`src/rtl/img_loader.sv`:
```
module img_loader #(
  parameter int PAGE_W = 8,
  parameter int CHUNK = 128,
  parameter logic [7:0] HI_ADDR = 8'h18,
  parameter logic [7:0] LO_ADDR = 8'h19,
  parameter logic [7:0] FLAG_ADDR = 8'h1A,
  parameter logic [7:0] SUM_ADDR = 8'hFF
) (
  input  logic clk,
  input  logic rst_n,
  input  logic in_valid,
  input  logic [7:0] in_byte,
  input  logic in_qual,
  input  logic reg_wr,
  input  logic [7:0] reg_addr,
  input  logic [15:0] reg_wdata,
  output logic [31:0] reg_rdata,
  output logic mem_we,
  output logic [PAGE_W+$clog2(CHUNK)-1:0] mem_addr,
  output logic [7:0] mem_wdata,
  output logic ovr_err,
  output logic [31:0] entry_addr,
  output logic launch
);
  localparam int OFF_W = $clog2(CHUNK);
  localparam logic [OFF_W:0] FULL = CHUNK[OFF_W:0];

  logic [PAGE_W-1:0] page;
  logic [OFF_W:0] cnt;
  logic have_page;
  logic [31:0] sum;
  logic [15:0] ent_hi, ent_lo;
  logic hi_set, lo_set;

  wire take_q = in_valid & in_qual & ~ovr_err;
  wire is_data = in_valid & ~in_qual & have_page & ~ovr_err;
  wire room = cnt != FULL;
  wire take_d = is_data & room;
  wire [31:0] lane = {24'b0, in_byte} << {cnt[1:0], 3'b000};

  always_ff @(posedge clk) begin
    if (!rst_n) begin
      page <= '0;
      cnt <= '0;
      have_page <= 1'b0;
      sum <= '0;
      mem_we <= 1'b0;
      mem_addr <= '0;
      mem_wdata <= '0;
      ovr_err <= 1'b0;
    end else begin
      mem_we <= take_d;
      if (take_d) begin
        mem_addr <= {page, cnt[OFF_W-1:0]};
        mem_wdata <= in_byte;
        cnt <= cnt + 1'b1;
        sum <= sum + lane;
      end
      if (take_q) begin
        page <= in_byte[PAGE_W-1:0];
        cnt <= '0;
        have_page <= 1'b1;
      end
      if (is_data && !room) ovr_err <= 1'b1;
    end
  end

  always_ff @(posedge clk) begin
    if (!rst_n) begin
      ent_hi <= '0;
      ent_lo <= '0;
      hi_set <= 1'b0;
      lo_set <= 1'b0;
      launch <= 1'b0;
    end else begin
      launch <= reg_wr && reg_addr == FLAG_ADDR && hi_set && lo_set;
      if (reg_wr && reg_addr == HI_ADDR) begin
        ent_hi <= reg_wdata;
        hi_set <= 1'b1;
      end
      if (reg_wr && reg_addr == LO_ADDR) begin
        ent_lo <= reg_wdata;
        lo_set <= 1'b1;
      end
    end
  end

  assign entry_addr = {ent_hi, ent_lo};

  always_comb begin
    case (reg_addr)
      HI_ADDR:  reg_rdata = {16'b0, ent_hi};
      LO_ADDR:  reg_rdata = {16'b0, ent_lo};
      SUM_ADDR: reg_rdata = sum;
      default:  reg_rdata = '0;
    endcase
  end
endmodule

```
`config.mk`:
```
export PLATFORM = sky130hd
export DESIGN_NAME = img_loader
export DESIGN_NICKNAME = d
export VERILOG_FILES = /design/src/rtl/img_loader.sv
export SDC_FILE = /design/constraint.sdc
export NUM_CORES = 1
export LEC_CHECK = 0
export ABC_AREA = 1
export BUFFER_PORTS_ARGS = -buffer_cell sky130_fd_sc_hd__buf_2
export CORE_MARGIN = 10
export CORE_UTILIZATION = 55
export CTS_CLUSTER_SIZE = 20
export DETAILED_ROUTE_END_ITERATION = 10
export GPL_ROUTABILITY_DRIVEN = 0
export PLACE_DENSITY = 0.77
export SYNTH_ARGS = -nofsm -noshare
export SYNTH_HDL_FRONTEND = slang
export SYNTH_SLANG_ARGS = --single-unit
```
`constraint.sdc`:
```
create_clock -name clk -period 7.31 [get_ports clk]
set_input_delay 1.462 -clock clk [delete_from_list [all_inputs] [get_ports clk]]
set_output_delay 1.462 -clock clk [all_outputs]
set_load 0.005 [all_outputs]
```
==> flow_summary.yaml, run 1 <==
global_routing:
  grt-ovfl-total: 0
  antenna_found_initial: 0
  grtUsageMet2: 0.350
  grtUsageTotal: 0.218
  grt_use_met1: 0.282
  grt_max_degree: 67
  grt_pass1_wl_mm: 32.2
  busiest_layer: "met2"
  grtUsageMet3: 0.0530
  grt_pass1_vias: 6545
route:
  ant_nets: 0
  vias: 7088
  avgViaCountPerCell: 5.05
  drt_wl_total_mm: 19.6
  drc_errors: 0
  drtIter0Drc: 660
  dr.pass1.iters: 7
  wire_per_inst_um: 14.0
worst_setup_path:
  crit_fanout: 28
  crit_arrival_ps: 3180
  worstPathRequired_ps: 5850
  cp-end-kind: "output pin"
  start_kind: "primary input"
  path_class: "in -> out"
cells_and_area:
  antenna_cells: 0
  layout_common_cells: "305 x nand2_1, 208 x inv_1, 126 x buf_2"
  final_core_util: 0.634
  finalNetCount: 1297
  final_area_mm2: 0.00794
  final_common_cell: "nand2_1"
  multi_input_area_mm2: 0.00379
  regArea_mm2: 0.00218
  synthToLayoutAreaGrowth_pct: 13.6
  drive_gt1_frac: 0.126
  n_fill_cell: 1258
die:
  ioPinCount: 127
  die_h_um: 133
  num_rows: 41
  core_region_area_mm2: 0.0125
  dieArea_mm2: 0.0176
  die_x_um: 133
  start_util: 0.558
yosys:
  yosysSeqAreaShare: 0.312
  synthArstFlopShare: 0
  yosysWarningCount: 0
  synth-seq-cells: 109
  syn_inst: 1126
  synth_area_mm2: 0.00699
  synth_edf_count: 0
  synth_top_flop_cell: "dfxtp_1"
  synth_cell_type_count: 35
  post_synth.cell_area_avg_um2: 6.20
  synth_nets: 1197
timing:
  period_minus_slack_ps: 4640
  finalSetupViolations: 0
  fmax_mhz: 215
  hold_viol: 0
  tightest_slew_ps: 1140
  maxSlewViolCount: 0
  rsz0062_at_grt: "false"
  whs_ps: 455
  tns_ps: 0
  min_period_over_period: 0.635
  clock_skew_ps: 11.2
  max_slew_margin: 0.238
clock_network:
  cts_resized: 0
  worstSkewPairLatency_ps: 360
  cts_setup_buffers: 0
  numCtsBuffers: 9
  clk_pin_slew_ps: 70
  htreeDepth: 3
  clockBufferDepth: 2
  cts_tree: "built"
  cts.sinks: 109
  cts_root_buffer: "clkbuf_16"
  holdBufCountCts: 0
worst_hold_path:
  hold_class: "reg -> reg"
outcome:
  status: "completed"
power_and_ir_drop:
  p_leak_nw: 4.15
  p_per_area_mw_per_mm2: 155
  ir_drop_uv: 125
  power_mw: 1.23
place:
  port_buffers: 126
  place.detailed.hpwl_mm: 14.7
  post_dp_cell_area_mm2: 0.00764
flow_run:
  maxCapViolCount: 0
[per-stage QoR]
| step | setup WS (ps) | std cells |
|---|---|---|
| floorplan | 3400 | 1126 |
| global placement | 2710 | 1387 |
| detailed placement | 2640 | 1387 |
| CTS | 2650 | 1403 |
| global route | 2460 | 1403 |
| finish | 2670 | 1403 |
[critical path, stage by stage]
cell and delay [ps]:
buf_2 100, inv_1 50, nor3_1 170, nand2_1 670, inv_1 370, nand2_1 100, o211ai_1 100, buf_2 150
[layer usage]
metal / vias to the layer above / share of wire
met4: 0 / 0.022
met3: 29 / 0.068
li1: 3740 / -
met1: 3106 / 0.48
met2: 213 / 0.43
met5: - / 0
[sequential cells by signal, indices dropped and copies added (netlist names)]
signal / count
ent_lo: 16
launch: 1
sum: 32
mem_addr: 15
cnt: 8
hi_set: 1
mem_wdata: 8
have_page: 1
mem_we: 1
page: 8
ent_hi: 16
lo_set: 1
ovr_err: 1
[final cells by class]
type | instances | area share
clock inverters | 6 | 0.00883
repair buffers | 129 | 0.0823
well taps | 172 | 0.0271
multi-input cells | 765 | 0.478
clock buffers | 10 | 0.0288
inverters | 212 | 0.100
flip-flops and latches | 109 | 0.275
[worst paths after layout]
path,end,cells past startpoint,slack (ps),startpoint
setup / recovery,reg_rdata[0],8,2670,reg_addr[1]
hold / removal,lo_set,2,450,lo_set
setup reg to reg,sum[24],13,4140,cnt[1]
hold reg to reg,lo_set,2,450,lo_set
[kinds of logic (layout without fill, tap and decap cells)]
family,Yosys count,count (layout),synth area share
compound gates,199,199,0.154
xor+xnor,19,19,0.0238
fa+ha+maj,34,34,0.0620
buf+inv,252,357,0.145
flops,109,109,0.312
simple gates,513,513,0.303
[power by group]
group | total, mW | switching (mW) | internal, mW
Clock | 0.500 | 0.231 | 0.269
Sequential | 0.616 | 0.00920 | 0.607
Combinational | 0.115 | 0.0764 | 0.0385
Total | 1.23 | 0.317 | 0.915
[synth_stat cells (2+ instances only)]
cell | instances | area (um2)
a21oi_1 | 114 | 571
buf_1 | 3 | 11.3
buf_2 | 7 | 35.0
buf_4 | 3 | 22.5
buf_6 | 6 | 67.6
clkbuf_1 | 21 | 78.8
dfxtp_1 | 109 | 2180
ha_1 | 33 | 413
inv_1 | 208 | 781
inv_2 | 3 | 11.3
nand2_1 | 305 | 1140
nand3_1 | 67 | 335
nand4_1 | 7 | 43.8
nor2_1 | 103 | 387
nor3_1 | 21 | 105
nor4_1 | 2 | 12.5
o211ai_1 | 5 | 37.5
o21ai_0 | 62 | 310
o21bai_1 | 4 | 30.0
o221ai_1 | 11 | 96.3
xnor2_1 | 3 | 26.3
xor2_1 | 16 | 140
(Power assumes the default switching activity.)
==> run 2, diff against run 1 <==
--- a/config.mk
+++ b/config.mk
@@ -8,11 +8,11 @@
 export ABC_AREA = 1
 export BUFFER_PORTS_ARGS = -buffer_cell sky130_fd_sc_hd__buf_2
 export CORE_MARGIN = 10
-export CORE_UTILIZATION = 55
+export CORE_UTILIZATION = 51
 export CTS_CLUSTER_SIZE = 20
 export DETAILED_ROUTE_END_ITERATION = 10
 export GPL_ROUTABILITY_DRIVEN = 0
-export PLACE_DENSITY = 0.77
+export PLACE_DENSITY = 0.75
 export SYNTH_ARGS = -nofsm -noshare
 export SYNTH_HDL_FRONTEND = slang
 export SYNTH_SLANG_ARGS = --single-unit
==> constraint.sdc (replaced) <==
create_clock -name clk -period 4.15 [get_ports clk]
set_input_delay 0.83 -clock clk [delete_from_list [all_inputs] [get_ports clk]]
set_output_delay 0.83 -clock clk [all_outputs]
set_load 0.005 [all_outputs]
==> run 2 against run 1 <==
Cell area increased by 0.80%. Worst setup slack got worse by 1700 ps. Largest cell class unchanged. Non-clock buffer count increased by 7. Clock skew about the same. Highest routed layer unchanged. Clock power increased by 78%. Sequential share of layout area decreased by 0.22 points.
==> flow_summary.yaml, run 2 (synthesis gave the netlist of run 1 again) <==
die:
  dieArea_mm2: 0.0188
  start_util: 0.523
  die_h_um: 137
  core_region_area_mm2: 0.0133
  die_x_um: 137
  num_rows: 42
  ioPinCount: 127
cells_and_area:
  largestRegisters: "sum x32, ent_hi x16, ent_lo x16"
  regArea_mm2: 0.00218
  multi_input_area_mm2: 0.00379
  regMostFlops: "sum"
  final_core_util: 0.599
  instances_no_fill: 1413
  n_fill_cell: 1360
  final_common_cell: "nand2_1"
  drive_gt1_frac: 0.131
  largest_reg_flops: 32
  antenna_cells: 0
  finalNetCount: 1304
  synthToLayoutAreaGrowth_pct: 14.5
  layout_common_cells: "305 x nand2_1, 208 x inv_1, 126 x buf_2"
route:
  ant_nets: 0
  avgViaCountPerCell: 5.16
  wire_per_inst_um: 14.2
  vias: 7285
  drc_errors: 0
  drt_wl_total_mm: 20.1
  drtIter0Drc: 411
  dr.pass1.iters: 5
global_routing:
  grt_use_met1: 0.266
  antenna_found_initial: 0
  grt_pass1_wl_mm: 31.6
  grt_pass1_vias: 6542
  grt-ovfl-total: 0
  grtUsageMet2: 0.325
  grtUsageMet3: 0.0561
  grt_max_degree: 60
  busiest_layer: "met2"
  grtUsageTotal: 0.208
timing:
  tns_ps: 0
  hold_viol: 0
  min_period_over_period: 0.773
  rsz0062_at_grt: "false"
  finalSetupViolations: 0
  maxSlewViolCount: 0
  max_slew_margin: 0.506
  fmax_mhz: 312
  clock_skew_ps: 10.8
  setup_ws_ps: 943
  tightest_slew_ps: 738
  period_minus_slack_ps: 3210
clock_network:
  holdBufCountCts: 0
  cts_setup_buffers: 0
  worstSkewPairLatency_ps: 360
  cts_resized: 0
  cts.sinks: 109
  cts_tree: "built"
  numCtsBuffers: 9
  cts_root_buffer: "clkbuf_16"
  htreeDepth: 3
  clockBufferDepth: 2
  clk_pin_slew_ps: 70
power_and_ir_drop:
  seqPwrFrac: 0.497
  p_leak_nw: 4.19
  intPower_mw: 1.63
  p_switching_mw: 0.553
  ir_drop_uv: 238
  power_mw: 2.18
  clkPwrFrac: 0.408
  p_per_area_mw_per_mm2: 273
  sw_frac_of_total: 0.254
  comb_power_share: 0.094
place:
  dp_cells: 1398
  dp_slack_ps: 1000
  place.detailed.hpwl_mm: 15.3
  port_buffers: 126
worst_hold_path:
  min_to: "lo_set"
  hp-start: "lo_set"
  hold_class: "reg -> reg"
  holdPathStages: 2
worst_setup_path:
  start_kind: "flip-flop"
  reg2reg_from: "cnt[1]"
  path_class: "reg -> reg"
  crit_arrival_ps: 3470
  r2r_setup_slack_ps: 940
  cp-end-kind: "flip-flop"
  r2r-end: "sum[26]"
  worstPathRequired_ps: 4410
  r2r_cells: 13
  crit_fanout: 13
outcome:
  status: "completed"
flow_run:
  maxCapViolCount: 0
==> run 2: cell types whose count changed in the layout (fill, tap and decap cells not counted) <==
cell,previous run,this run
buf_4,3,10
clkbuf_1,1,0
clkbuf_8,0,1
clkinv_2,1,0
clkinv_4,0,1
clkinvlp_4,2,1
==> run 2: worst max-delay path by stage <==
stage	depth (start not counted)	slack [ps]	start	endpoint
floorplan	6	1510	reg_addr[5]	reg_rdata[0]
global placement	7	1000	reg_addr[5]	reg_rdata[2]
detailed placement	7	1000	reg_addr[5]	reg_rdata[0]
CTS	7	1000	reg_addr[5]	reg_rdata[0]
global route	14	690	cnt[1]	sum[24]
finish	13	940	cnt[1]	sum[26]
==> run 2: routing by layer <==
metal  routed length [um]  part of all wire  up-vias
met3                 2010              0.10       40
met1                 8880              0.44     3211
met4                  612             0.030        0
li1                     -                 -     3759
met5                    0                 0        -
met2                 8600              0.43      275
==> run 2: critical path, cell delays in order (launching register included) <==
cell,delay (ps)
dfxtp_1,650
inv_1,380
nand2_1,410
nor2_1,140
ha_1,380
nand2_1,130
nor2_1,220
nand3_1,140
nand3_1,210
nand2_1,110
nand4_1,90
nand3_1,130
nand2_1,90
inv_1,30
==> run 2: power groups by stage <==
stage                     Clock [mW]  Combinational (mW)  Sequential (mW)
final                          0.891               0.206             1.08
after global routing           0.958               0.231             1.09
after CTS                      0.910               0.205             1.08
after detailed placement           0               0.204             1.11
after global placement             0               0.202             1.11
after floorplan                    0               0.136             1.11
==> run 2: per-stage QoR <==
stage          instance area [um2]  hold WS, ps
2_1_floorplan                 6990          430
3_3_place_gp                  7700          439
3_5_place_dp                  7700          443
4_1_cts                       8000          456
5_1_grt                       8000          467
6_report                      8000          456
==> run 2: final cells by class <==
type                    count  share of cell area
repair buffers            136              0.0882
clock inverters             5             0.00829
well taps                 176              0.0275
flip-flops and latches    109               0.273
inverters                 212              0.0995
multi-input cells         765               0.474
clock buffers              10              0.0299
==> run 3, diff against run 2 <==
--- a/config.mk
+++ b/config.mk
@@ -8,11 +8,11 @@
 export ABC_AREA = 1
 export BUFFER_PORTS_ARGS = -buffer_cell sky130_fd_sc_hd__buf_2
 export CORE_MARGIN = 10
-export CORE_UTILIZATION = 51
+export CORE_UTILIZATION = 55
 export CTS_CLUSTER_SIZE = 20
 export DETAILED_ROUTE_END_ITERATION = 10
 export GPL_ROUTABILITY_DRIVEN = 0
-export PLACE_DENSITY = 0.75
+export PLACE_DENSITY = 0.77
 export SYNTH_ARGS = -nofsm -noshare
 export SYNTH_HDL_FRONTEND = slang
 export SYNTH_SLANG_ARGS = --single-unit
==> constraint.sdc (replaced) <==
create_clock -name clk -period 3.24 [get_ports clk]
set_input_delay 0.648 -clock clk [delete_from_list [all_inputs] [get_ports clk]]
set_output_delay 0.648 -clock clk [all_outputs]
set_load 0.005 [all_outputs]
==> run 3 against run 2 <==
Sequential power grew 29%. Sequential share of layout area fell by 0.10 points. Cell count is essentially flat. Via count rose by 0.84%. Worst setup slack got worse by 470 ps. Global-route usage up 2.0 points. Clock-buffer cell count decreased by 1. Critical path type unchanged. Largest cell class unchanged. Largest power group unchanged.
==> flow_summary.yaml, run 3 (synthesis gave the netlist of run 1 again) <==
place:
  place.detailed.hpwl_mm: 15.6
  port_buffers: 126
  post_dp_cell_area_mm2: 0.00772
worst_setup_path:
  r2r-end: "sum[20]"
  worstPathRequired_ps: 3510
  crit_arrival_ps: 3040
  path_class: "reg -> reg"
  start_kind: "flip-flop"
  r2r_cells: 13
  r2r_setup_slack_ps: 470
  reg2reg_from: "cnt[0]"
  crit_fanout: 12
  cp-end-kind: "flip-flop"
clock_network:
  cts_setup_buffers: 0
  cts_root_buffer: "clkbuf_16"
  numCtsBuffers: 9
  worstSkewPairLatency_ps: 370
  htreeDepth: 3
  cts_resized: 0
  clk_pin_slew_ps: 80
  cts_tree: "built"
  cts.sinks: 109
  holdBufCountCts: 0
  clockBufferDepth: 2
route:
  ant_nets: 0
  drc_errors: 0
  vias: 7346
  drtIter0Drc: 630
  dr.pass1.iters: 6
  drt_wl_total_mm: 20.4
  wire_per_inst_um: 14.4
  avgViaCountPerCell: 5.20
timing:
  clock_skew_ps: 8.07
  tns_ps: 0
  rsz0062_at_grt: "false"
  maxSlewViolCount: 0
  fmax_mhz: 362
  min_period_over_period: 0.854
  tightest_slew_ps: 619
  max_slew_margin: 0.586
  finalSetupViolations: 0
  hold_viol: 0
  period_minus_slack_ps: 2770
global_routing:
  grt_max_degree: 60
  grtUsageMet3: 0.0450
  grt-ovfl-total: 0
  grt_pass1_wl_mm: 33.4
  grt_use_met1: 0.298
  antenna_found_initial: 0
  grtUsageTotal: 0.229
  busiest_layer: "met2"
  grt_pass1_vias: 6744
  grtUsageMet2: 0.355
power_and_ir_drop:
  p_per_area_mw_per_mm2: 351
  p_leak_nw: 4.20
  ir_drop_uv: 231
die:
  ioPinCount: 127
  core_region_area_mm2: 0.0125
  die_h_um: 133
  die_x_um: 133
  start_util: 0.558
  dieArea_mm2: 0.0176
  num_rows: 41
worst_hold_path:
  hold_class: "reg -> reg"
  min_to: "hi_set"
  holdPathStages: 2
  hp-start: "hi_set"
cells_and_area:
  regMostFlops: "sum"
  largest_reg_flops: 32
  final_area_mm2: 0.00803
  layout_common_cells: "305 x nand2_1, 208 x inv_1, 126 x buf_2"
  antenna_cells: 0
  n_fill_cell: 1246
  final_common_cell: "nand2_1"
  drive_gt1_frac: 0.133
  synthToLayoutAreaGrowth_pct: 15.0
  largestRegisters: "sum x32, ent_hi x16, ent_lo x16"
  finalNetCount: 1306
flow_run:
  maxCapViolCount: 0
outcome:
  status: "completed"
run 3: metrics by stage:
stage | hold slack (ps) | total power, mW | util | std cells | worst slack (ps)
finish | 465 | 2.82 | 0.642 | 1412 | 474
global route | 489 | 2.93 | 0.642 | 1412 | 224
CTS | 466 | 2.84 | 0.642 | 1412 | 518
detailed placement | 452 | 1.68 | 0.617 | 1396 | 400
global placement | 448 | 1.68 | 0.617 | 1396 | 422
floorplan | 430 | 1.59 | - | 1126 | 714
run 3: how the worst max path moves through the flow:
stage | cells past startpoint | slack (ps) | startpoint | to
floorplan | 12 | 710 | cnt[0] | sum[12]
global placement | 15 | 420 | in_byte[0] | sum[20]
global route | 15 | 220 | cnt[0] | sum[26]
detailed placement | 15 | 400 | in_byte[0] | sum[20]
CTS | 15 | 520 | cnt[0] | sum[18]
finish | 13 | 470 | cnt[0] | sum[20]
run 3: area by class of cell:
class	instances	area [um2]	area share
sequential	109	2180	0.272
clock buffer	9	225	0.0280
inverter	212	796	0.0991
tap	172	215	0.0268
multi-input combinational	765	3790	0.472
clock inverter	7	87.6	0.0109
timing repair buffer	138	733	0.0913
run 3: metal layers:
layer / wire length (um) / up-vias
met2: 8980 / 304
met5: 0 / -
met3: 1600 / 55
met4: 708 / 0
li1: - / 3753
met1: 9100 / 3234
run 3: power by group:
group | switching, mW | leakage [nW] | internal (mW)
Sequential | 0.0184 | 0.883 | 1.37
Clock | 0.549 | 0.146 | 0.615
Combinational | 0.177 | 3.18 | 0.0916
Total | 0.744 | 4.20 | 2.08
run 3: critical path: stages, from the launching register on:
cell     delay [ps]
dfxtp_1         600
nand2_1         330
nor2_1          270
ha_1            320
nand2_1         100
inv_1            50
a21oi_1         270
nand3_1         250
nand3_1         180
nand2_1          70
nand2_1          60
nand3_1          70
nand2_1          90
inv_1            40
